File: src/rtl/msi_scan_pkg.sv
package msi_scan_pkg;

    typedef enum logic [2:0] {
        ST_IDLE,
        ST_SUM_REQ,
        ST_SUM_WAIT,
        ST_IDX_REQ,
        ST_IDX_WAIT,
        ST_EMIT,
        ST_DONE
    } scan_st_e;

endpackage

File: src/rtl/msi_lowbit_pick.sv
module msi_lowbit_pick #(
    parameter int W  = 16,
    localparam int IW = (W > 1) ? $clog2(W) : 1
) (
    input  logic [W-1:0]  vec,
    output logic          any,
    output logic [IW-1:0] idx
);
    // Descending walk so that the lowest set bit is the last writer.
    always_comb begin
        idx = '0;
        for (int i = W - 1; i >= 0; i--) begin
            if (vec[i]) idx = IW'(i);
        end
    end

    assign any = |vec;
endmodule

File: src/rtl/msi_rr_arbiter.sv
module msi_rr_arbiter #(
    parameter int N  = 16,
    localparam int GW = (N > 1) ? $clog2(N) : 1
) (
    input  logic [N-1:0]  req,
    input  logic [GW-1:0] ptr,
    output logic          any,
    output logic [GW-1:0] pick
);
    logic [N-1:0] rot;

    // Rotate the request vector so that position 0 is the pointer group.
    for (genvar g = 0; g < N; g++) begin : g_rot
        always_comb rot[g] = req[(int'(ptr) + g) % N];
    end

    logic       found;
    logic [GW-1:0] off;

    always_comb begin
        found = 1'b0;
        off   = '0;
        for (int i = 0; i < N; i++) begin
            if (!found && rot[i]) begin
                found = 1'b1;
                off   = GW'(i);
            end
        end
    end

    assign any  = found;
    assign pick = GW'((int'(ptr) + int'(off)) % N);
endmodule

File: src/rtl/msi_vec_scan_engine.sv
module msi_vec_scan_engine
    import msi_scan_pkg::*;
#(
    parameter int NUM_GROUPS    = 16,
    parameter int IDX_PER_GROUP = 8,
    parameter int VEC_PER_IDX   = 16,
    localparam int GW = (NUM_GROUPS > 1) ? $clog2(NUM_GROUPS) : 1,
    localparam int IW = (IDX_PER_GROUP > 1) ? $clog2(IDX_PER_GROUP) : 1,
    localparam int BW = (VEC_PER_IDX > 1) ? $clog2(VEC_PER_IDX) : 1,
    localparam int VW = $clog2(NUM_GROUPS * IDX_PER_GROUP * VEC_PER_IDX)
) (
    input  logic                   clk,
    input  logic                   rst_n,
    input  logic [NUM_GROUPS-1:0]  grp_req,
    output logic                   rd_req,
    output logic                   rd_sum,
    output logic [GW-1:0]          rd_grp,
    output logic [IW-1:0]          rd_idx,
    input  logic                   rd_valid,
    input  logic [VEC_PER_IDX-1:0] rd_data,
    output logic                   vec_valid,
    input  logic                   vec_ready,
    output logic [VW-1:0]          vec_num,
    output logic                   busy,
    output logic                   done,
    output logic [GW-1:0]          done_grp
);

    typedef struct packed {
        scan_st_e                 st;
        logic [GW-1:0]            grp;
        logic [GW-1:0]            ptr;
        logic [IDX_PER_GROUP-1:0] sum;
        logic [IW-1:0]            idx;
        logic [VEC_PER_IDX-1:0]   bits;
    } scan_regs_t;

    scan_regs_t r_d, r_q;

    logic          arb_any;
    logic [GW-1:0] arb_pick;
    logic          sum_any;
    logic [IW-1:0] sum_idx;
    logic          bit_any;
    logic [BW-1:0] bit_idx;
    logic [IDX_PER_GROUP-1:0] sum_after;

    msi_rr_arbiter #(.N(NUM_GROUPS)) arb_i (
        .req  (grp_req),
        .ptr  (r_q.ptr),
        .any  (arb_any),
        .pick (arb_pick)
    );

    msi_lowbit_pick #(.W(IDX_PER_GROUP)) sum_pick_i (
        .vec (r_q.sum),
        .any (sum_any),
        .idx (sum_idx)
    );

    msi_lowbit_pick #(.W(VEC_PER_IDX)) bit_pick_i (
        .vec (r_q.bits),
        .any (bit_any),
        .idx (bit_idx)
    );

    always_comb begin
        sum_after = r_q.sum;
        sum_after[r_q.idx] = 1'b0;
    end

    always_comb begin
        r_d       = r_q;
        rd_req    = 1'b0;
        rd_sum    = 1'b0;
        vec_valid = 1'b0;
        done      = 1'b0;
        unique case (r_q.st)
            ST_IDLE: begin
                if (arb_any) begin
                    r_d.grp = arb_pick;
                    r_d.ptr = (arb_pick == GW'(NUM_GROUPS - 1)) ? '0 : GW'(arb_pick + 1'b1);
                    r_d.st  = ST_SUM_REQ;
                end
            end
            ST_SUM_REQ: begin
                rd_req = 1'b1;
                rd_sum = 1'b1;
                r_d.st = ST_SUM_WAIT;
            end
            ST_SUM_WAIT: begin
                if (rd_valid) begin
                    r_d.sum = rd_data[IDX_PER_GROUP-1:0];
                    r_d.st  = (|rd_data[IDX_PER_GROUP-1:0]) ? ST_IDX_REQ : ST_DONE;
                end
            end
            ST_IDX_REQ: begin
                rd_req  = 1'b1;
                r_d.idx = sum_idx;
                r_d.st  = ST_IDX_WAIT;
            end
            ST_IDX_WAIT: begin
                if (rd_valid) begin
                    r_d.bits = rd_data;
                    r_d.st   = ST_EMIT;
                end
            end
            ST_EMIT: begin
                if (bit_any) begin
                    vec_valid = 1'b1;
                    if (vec_ready) r_d.bits[bit_idx] = 1'b0;
                end else begin
                    r_d.sum = sum_after;
                    r_d.st  = (|sum_after) ? ST_IDX_REQ : ST_SUM_REQ;
                end
            end
            ST_DONE: begin
                done   = 1'b1;
                r_d.st = ST_IDLE;
            end
            default: r_d.st = ST_IDLE;
        endcase
    end

    always_ff @(posedge clk) begin
        if (!rst_n) begin
            r_q <= '{st: ST_IDLE, default: '0};
        end else begin
            r_q <= r_d;
        end
    end

    assign rd_grp   = r_q.grp;
    assign rd_idx   = sum_idx;
    assign vec_num  = VW'((int'(r_q.idx) * VEC_PER_IDX + int'(bit_idx)) * NUM_GROUPS
                          + int'(r_q.grp));
    assign busy     = (r_q.st != ST_IDLE);
    assign done_grp = r_q.grp;

endmodule

File: config.mk
export PLATFORM = sky130hd
export DESIGN_NAME = msi_vec_scan_engine
export DESIGN_NICKNAME = d
export VERILOG_FILES = /design/src/rtl/msi_scan_pkg.sv /design/src/rtl/msi_lowbit_pick.sv /design/src/rtl/msi_rr_arbiter.sv /design/src/rtl/msi_vec_scan_engine.sv
export SDC_FILE = /design/constraint.sdc
export NUM_CORES = 1
export LEC_CHECK = 0
export CAP_MARGIN = 0
export CORE_ASPECT_RATIO = 1.75
export CORE_MARGIN = 2
export CORE_UTILIZATION = 59
export DETAILED_ROUTE_END_ITERATION = 6
export GPL_ROUTABILITY_DRIVEN = 0
export PLACE_DENSITY_LB_ADDON = 0.15
export REMOVE_ABC_BUFFERS = 1
export SKIP_CTS_REPAIR_TIMING = 1
export SYNTH_ARGS = -nofsm -noshare
export SYNTH_HDL_FRONTEND = slang
export SYNTH_HIERARCHICAL = 1
export SYNTH_SLANG_ARGS = --single-unit
export TNS_END_PERCENT = 10
File: constraint.sdc
create_clock -name clk -period 11.17 [get_ports clk]
set_input_delay 1.6755 -clock clk [delete_from_list [all_inputs] [get_ports clk]]
set_output_delay 1.6755 -clock clk [all_outputs]
set_load 0.01 [all_outputs]
After elaboration in Yosys (flattened, before gate mapping)
Cells that the tools add are included.
- output and inout port bits: 27
- word-level logic and storage cells: 262
- bits in registers: 38
- $lt $le $gt $ge: 20
- muxes and demuxes: 126
- add/subtract/negate cells: 19
- equal/unequal tests: 13
- reductions and logical operators: 59
- bitwise logic cells: 19
- operator list (kind ; count):
    4-bit 2-to-1 mux ; 25
    5-bit by 6-bit less-than comparator with 1-bit output (second input constant) ; 15
    1-bit binary-select mux with 4-bit select ; 16
    4-bit OR reduction ; 15
    1-bit 2-to-1 mux ; 55
    16-bit 2-to-1 mux ; 3
    3-bit 2-to-1 mux ; 16
    4-bit adder (second input constant) ; 8
    16-bit one-hot mux with 2 select lines ; 1
    3-bit one-hot mux with 6 select lines ; 1
    1-bit logical AND ; 17
    4-bit by 3-bit adder with 4-bit output (second input constant) ; 4
    16-bit bitwise AND ; 1
    8-bit 2-to-1 mux ; 2
    16-bit inverter ; 1
    8-bit one-hot mux with 2 select lines ; 1
    16-bit OR reduction ; 1
    8-bit OR reduction ; 2
    1-bit bitwise AND (first input constant) ; 15
    1-bit logical NOT ; 15
    2-bit inequality test (second input constant) ; 6
    11-bit by 4-bit adder with 11-bit output ; 1
    11-bit 2-to-1 mux ; 1
    4-bit by 5-bit less-than comparator with 1-bit output (second input constant) ; 2
    23 further kinds ; 32

Logic depth before layout (Yosys ltp)
- depth in word-level cells: 55
- depth in mapped cells: 19
- mapped depth without buffers: 16

Cells and area by module
The synthesis kept the hierarchy.
- by module, submodules not included (module ; cells an instance ; area each (sq um) ; instances):
    msi_vec_scan_engine ; 259 ; 2139.6 ; 1
    msi_rr_arbiter ; 126 ; 1472.7 ; 1
    msi_lowbit_pick at bit_pick_i ; 34 ; 176.4 ; 1
    msi_lowbit_pick at sum_pick_i ; 13 ; 81.3 ; 1

Worst setup path after synthesis
OpenSTA, ideal clock, no wires.
- path type: input port to flip-flop
- start: input grp_req[12]
- end: register r_q[30] (netlist bit)
- setup time: 0.116 ns
- setup slack: 6.470 ns
- data required time: 11.054 ns
- arrival time: 4.583 ns
- stages on the path: 13
- path through: mux4_2 mux2_2 mux2i_2 o211ai_1 a31o_1 a221o_1 ha_1 fa_1 ha_1 a21oi_1 o21ai_0 o211ai_1 o211a_1
- word-level cells in the longest chain between the ends: 51
- elaborated cells between the ends (all ways): 113
- classes of those cells: add/sub: 2; eq/ne: 1; mux: 79; reduce/logical: 31
- ends and longest elaborated chain (what ; RTL line ; RTL):
    start: declaration ; msi_vec_scan_engine.sv:14 ; input logic [NUM_GROUPS-1:0] grp_req,
    1-bit binary-select mux with 4-bit select ; msi_rr_arbiter.sv:14 ; always_comb rot[g] = req[(int'(ptr) + g) % N];
    1-bit 2-to-1 mux (not written as such) ; msi_rr_arbiter.sv:14 ;
    1-bit 2-to-1 mux ; msi_rr_arbiter.sv:24 ; if (!found && rot[i]) begin
    1-bit logical NOT ; msi_rr_arbiter.sv:24 ;
    1-bit logical AND ; msi_rr_arbiter.sv:24 ;
    1-bit 2-to-1 mux ; msi_rr_arbiter.sv:24 ;
    1-bit logical NOT ; msi_rr_arbiter.sv:24 ;
    1-bit logical AND ; msi_rr_arbiter.sv:24 ;
    [... 36 more ...] ; - ;
    1-bit 2-to-1 mux ; msi_rr_arbiter.sv:24 ;
    1-bit logical NOT ; msi_rr_arbiter.sv:24 ;
    1-bit logical AND ; msi_rr_arbiter.sv:24 ;
    4-bit 2-to-1 mux (*) ; msi_rr_arbiter.sv:24 ;
    4-bit adder (*) ; msi_rr_arbiter.sv:32 ; assign pick = GW'((int'(ptr) + int'(off)) % N);
    net arb_pick[1] ; msi_vec_scan_engine.sv:41 ; logic [GW-1:0] arb_pick;
    4-bit by 1-bit adder with 4-bit output or 4-bit == test (tied branches) ; msi_vec_scan_engine.sv:82 ; r_d.ptr = (arb_pick == GW'(NUM_GROUPS - 1)) ? '0 : GW'(arb_pick + 1'b1);
    4-bit 2-to-1 mux (*) ; msi_vec_scan_engine.sv:82 ;
    end signal: assignment ; msi_vec_scan_engine.sv:129 ; r_q <= r_d;
    end: declaration ; msi_vec_scan_engine.sv:38 ; scan_regs_t r_d, r_q;
The timed path passes the listed nets; every way through them passes the cells marked *. The select of a mux whose other input is x is not followed.
A chain may end at the register's enable or synchronous reset.

Worst setup path in the final report
- start: input grp_req[15]
- end: register r_q[30] (netlist bit)
Same word-level chain as after synthesis.

==> impl_metrics.csv <==
group,metric,value,unit
routing,drt_iter0_drc,284,
timing,timing.final.ws_setup,5742,ps
timing,period_needed,5428,ps
min_path,min_path_type,"reg2reg",
critical_path,cp-startpoint,"grp_req[15]",
cts,cts_made_buffers,5,
routing,firstDrtPassIters,4,
timing,setup_viol,0,
critical_path,max_stage_delay,530,ps
critical_path,cpMostUsedCell,"xnor2_1",
cts,cts.sinks,38,
die,start_util,0.6000,
layout,regArea,760.7,µm²
timing,slew_headroom,0.2155,
global_route,antenna_found_initial,0,
cts,h-tree-depth,2,
routing,wl_per_cell,17.79,µm
routing,drc,0,
timing,setup-tns-final,0,ps
cts,cts_tree,"done",
critical_path,timing.rr.start,"r_q[28]$_SDFFE_PN0P_",
layout,multi_input_area,2796,µm²
synth,synth.avg_cell_area,8.967,µm²
critical_path,slowest_stage,"clkdlybuf4s50_1",
routing,routed-via-count,3498,
power_and_ir_drop,p_leak,1.669,nW
timing,fmax,184.2,MHz
power_and_ir_drop,ir_drop,0.0001579,V
placed_design,place_hpwl,7626,µm
die,die_w,65.18,µm
routing,viasPerCell,6.360,
critical_path,crit_fanout,5,
global_route,grt_overflow,0,
die,coreArea,6441,µm²
die,fp.dieH,111.1,µm
power_and_ir_drop,power.density,251.1,nW/µm²
layout,drive_above_1_share,0.1303,
layout,final_nets,515,
layout,diodes,0,
timing,period_share,0.4860,
critical_path,crit_chain,"clkdlybuf4s50_1 -> mux4_2 -> mux2_2 -> mux2i_1 -> and4_1 -> and2_1 -> o2bb2ai_1 -> ha_1 -> a21o_1 -> a21oi_1 -> xnor2_1 -> xnor2_1 -> o21ai_0 -> o211ai_1 -> o211a_1",
die,io_pins,63,
timing,final-hold-violation-count,0,
layout,fillerInstances,541,
global_route,grt_max_degree,39,
run_status,status,"complete, no violations",
cts,cts-root-buf,"clkbuf_16",
timing,rsz0062_at_grt,"false",
synth,yosysWarnings,6,
cts,path_clk_slew,60,ps
critical_path,cp-start-kind,"primary input",
placed_design,dp_worst_setup_slack,5514,ps
cts,worstSkewPairLatency,280,ps
critical_path,path_class,"in2reg",
cts,clock_path_buffers,2,
routing,final_antenna_net_count,0,
timing,tightest_slew,1174,ps
flow_run,cap_viol_max_count,0,
timing,slew_violations,0,
routing,wl,9785,µm
global_route,first_global_vias,3518,
min_path,worstHoldStart,"r_q[8]$_SDFFE_PN0P_",
placed_design,numPortBuffers,62,
layout,syn2layout_area_growth,17.06,%
die,die-area,7240,µm²
timing,finalClockSkew,4.717,ps
global_route,grt_pass1_wl,16260,µm
die,placementRows,39,
critical_path,endpoint_kind,"flop",
critical_path,crit_required,11390,ps
critical_path,cp.arrival,5650,ps
synth,syn_area,3865,µm²
synth,synthCells,431,
global_route,grt_use_total,0.2823,
path summary, 6_finish.rpt:
check                              end  slack (ps)  depth (start not counted)
setup / recovery  r_q[30]$_SDFFE_PN0P_        5740                         15
hold / removal     r_q[8]$_SDFFE_PN0P_         510                          2
setup reg to reg  r_q[30]$_SDFFE_PN0P_        6150                         16
hold reg to reg    r_q[8]$_SDFFE_PN0P_         510                          2
flip-flops by register name, summed over array words and instances, names as in the netlist:
name / count
done_grp: 4
r_q: 34
metrics by stage:
stage | hold slack [ps] | cell area, µm² | utilization | cells | total power [mW]
final | 509.9 | 4524 | 0.7024 | 550 | 1.136
after global routing | 540.2 | 4524 | 0.7024 | 550 | 1.219
after CTS | 500.5 | 4524 | 0.7024 | 550 | 1.134
after detailed placement | 495.7 | 4359 | 0.6768 | 542 | 0.9727
after global placement | 487.5 | 4359 | 0.6768 | 542 | 0.9515
after floorplan | 466.2 | 3613 | - | 395 | 0.7649
critical path: cells and delay by family:
family	cells	cell delay, ps
muxes	3	1230
AOI/OAI and AO/OA	6	960
buffers and inverters	1	530
and+or+nand+nor	2	480
xor gates and xnor gates	2	480
adders and majority gates	1	280
where the power goes:
| part | internal (mW) | total (mW) | switching [mW] | leakage [nW] |
|---|---|---|---|---|
| registers | 0.156 | 0.191 | 0.0351 | 0.308 |
| clock network | 0.104 | 0.160 | 0.0556 | 0.0836 |
| logic | 0.377 | 0.785 | 0.408 | 1.28 |
cell usage in the layout, fill, tap and decap left out, drive strengths merged, types with 16 or more instances in the layout:
cell           count
a21boi            30
clkdlybuf4s50     62
mux4              24
dfxtp             38
mux2i             30
nand2             39
nor2b             16
o21ai             30
a21oi             24
nor2              28
area by class of cell:
type,count,share of cell area
inverter,15,0.01244
sequential,38,0.1681
tap,82,0.02268
multi-input combinational,342,0.6181
clock buffer,5,0.02765
clock inverter,3,0.008850
timing repair buffer,65,0.1421
metal layers:
metal | GRT usage | wire, µm | vias up
met2 | 0.5585 | 5688 | 129
met4 | 0.1389 | 466 | 0
met5 | 0 | 0 | -
met1 | 0.2728 | 3242 | 1660
met3 | 0.02640 | 388 | 40
li1 | - | - | 1669
Note: power is estimated with default switching activity, not from simulation.
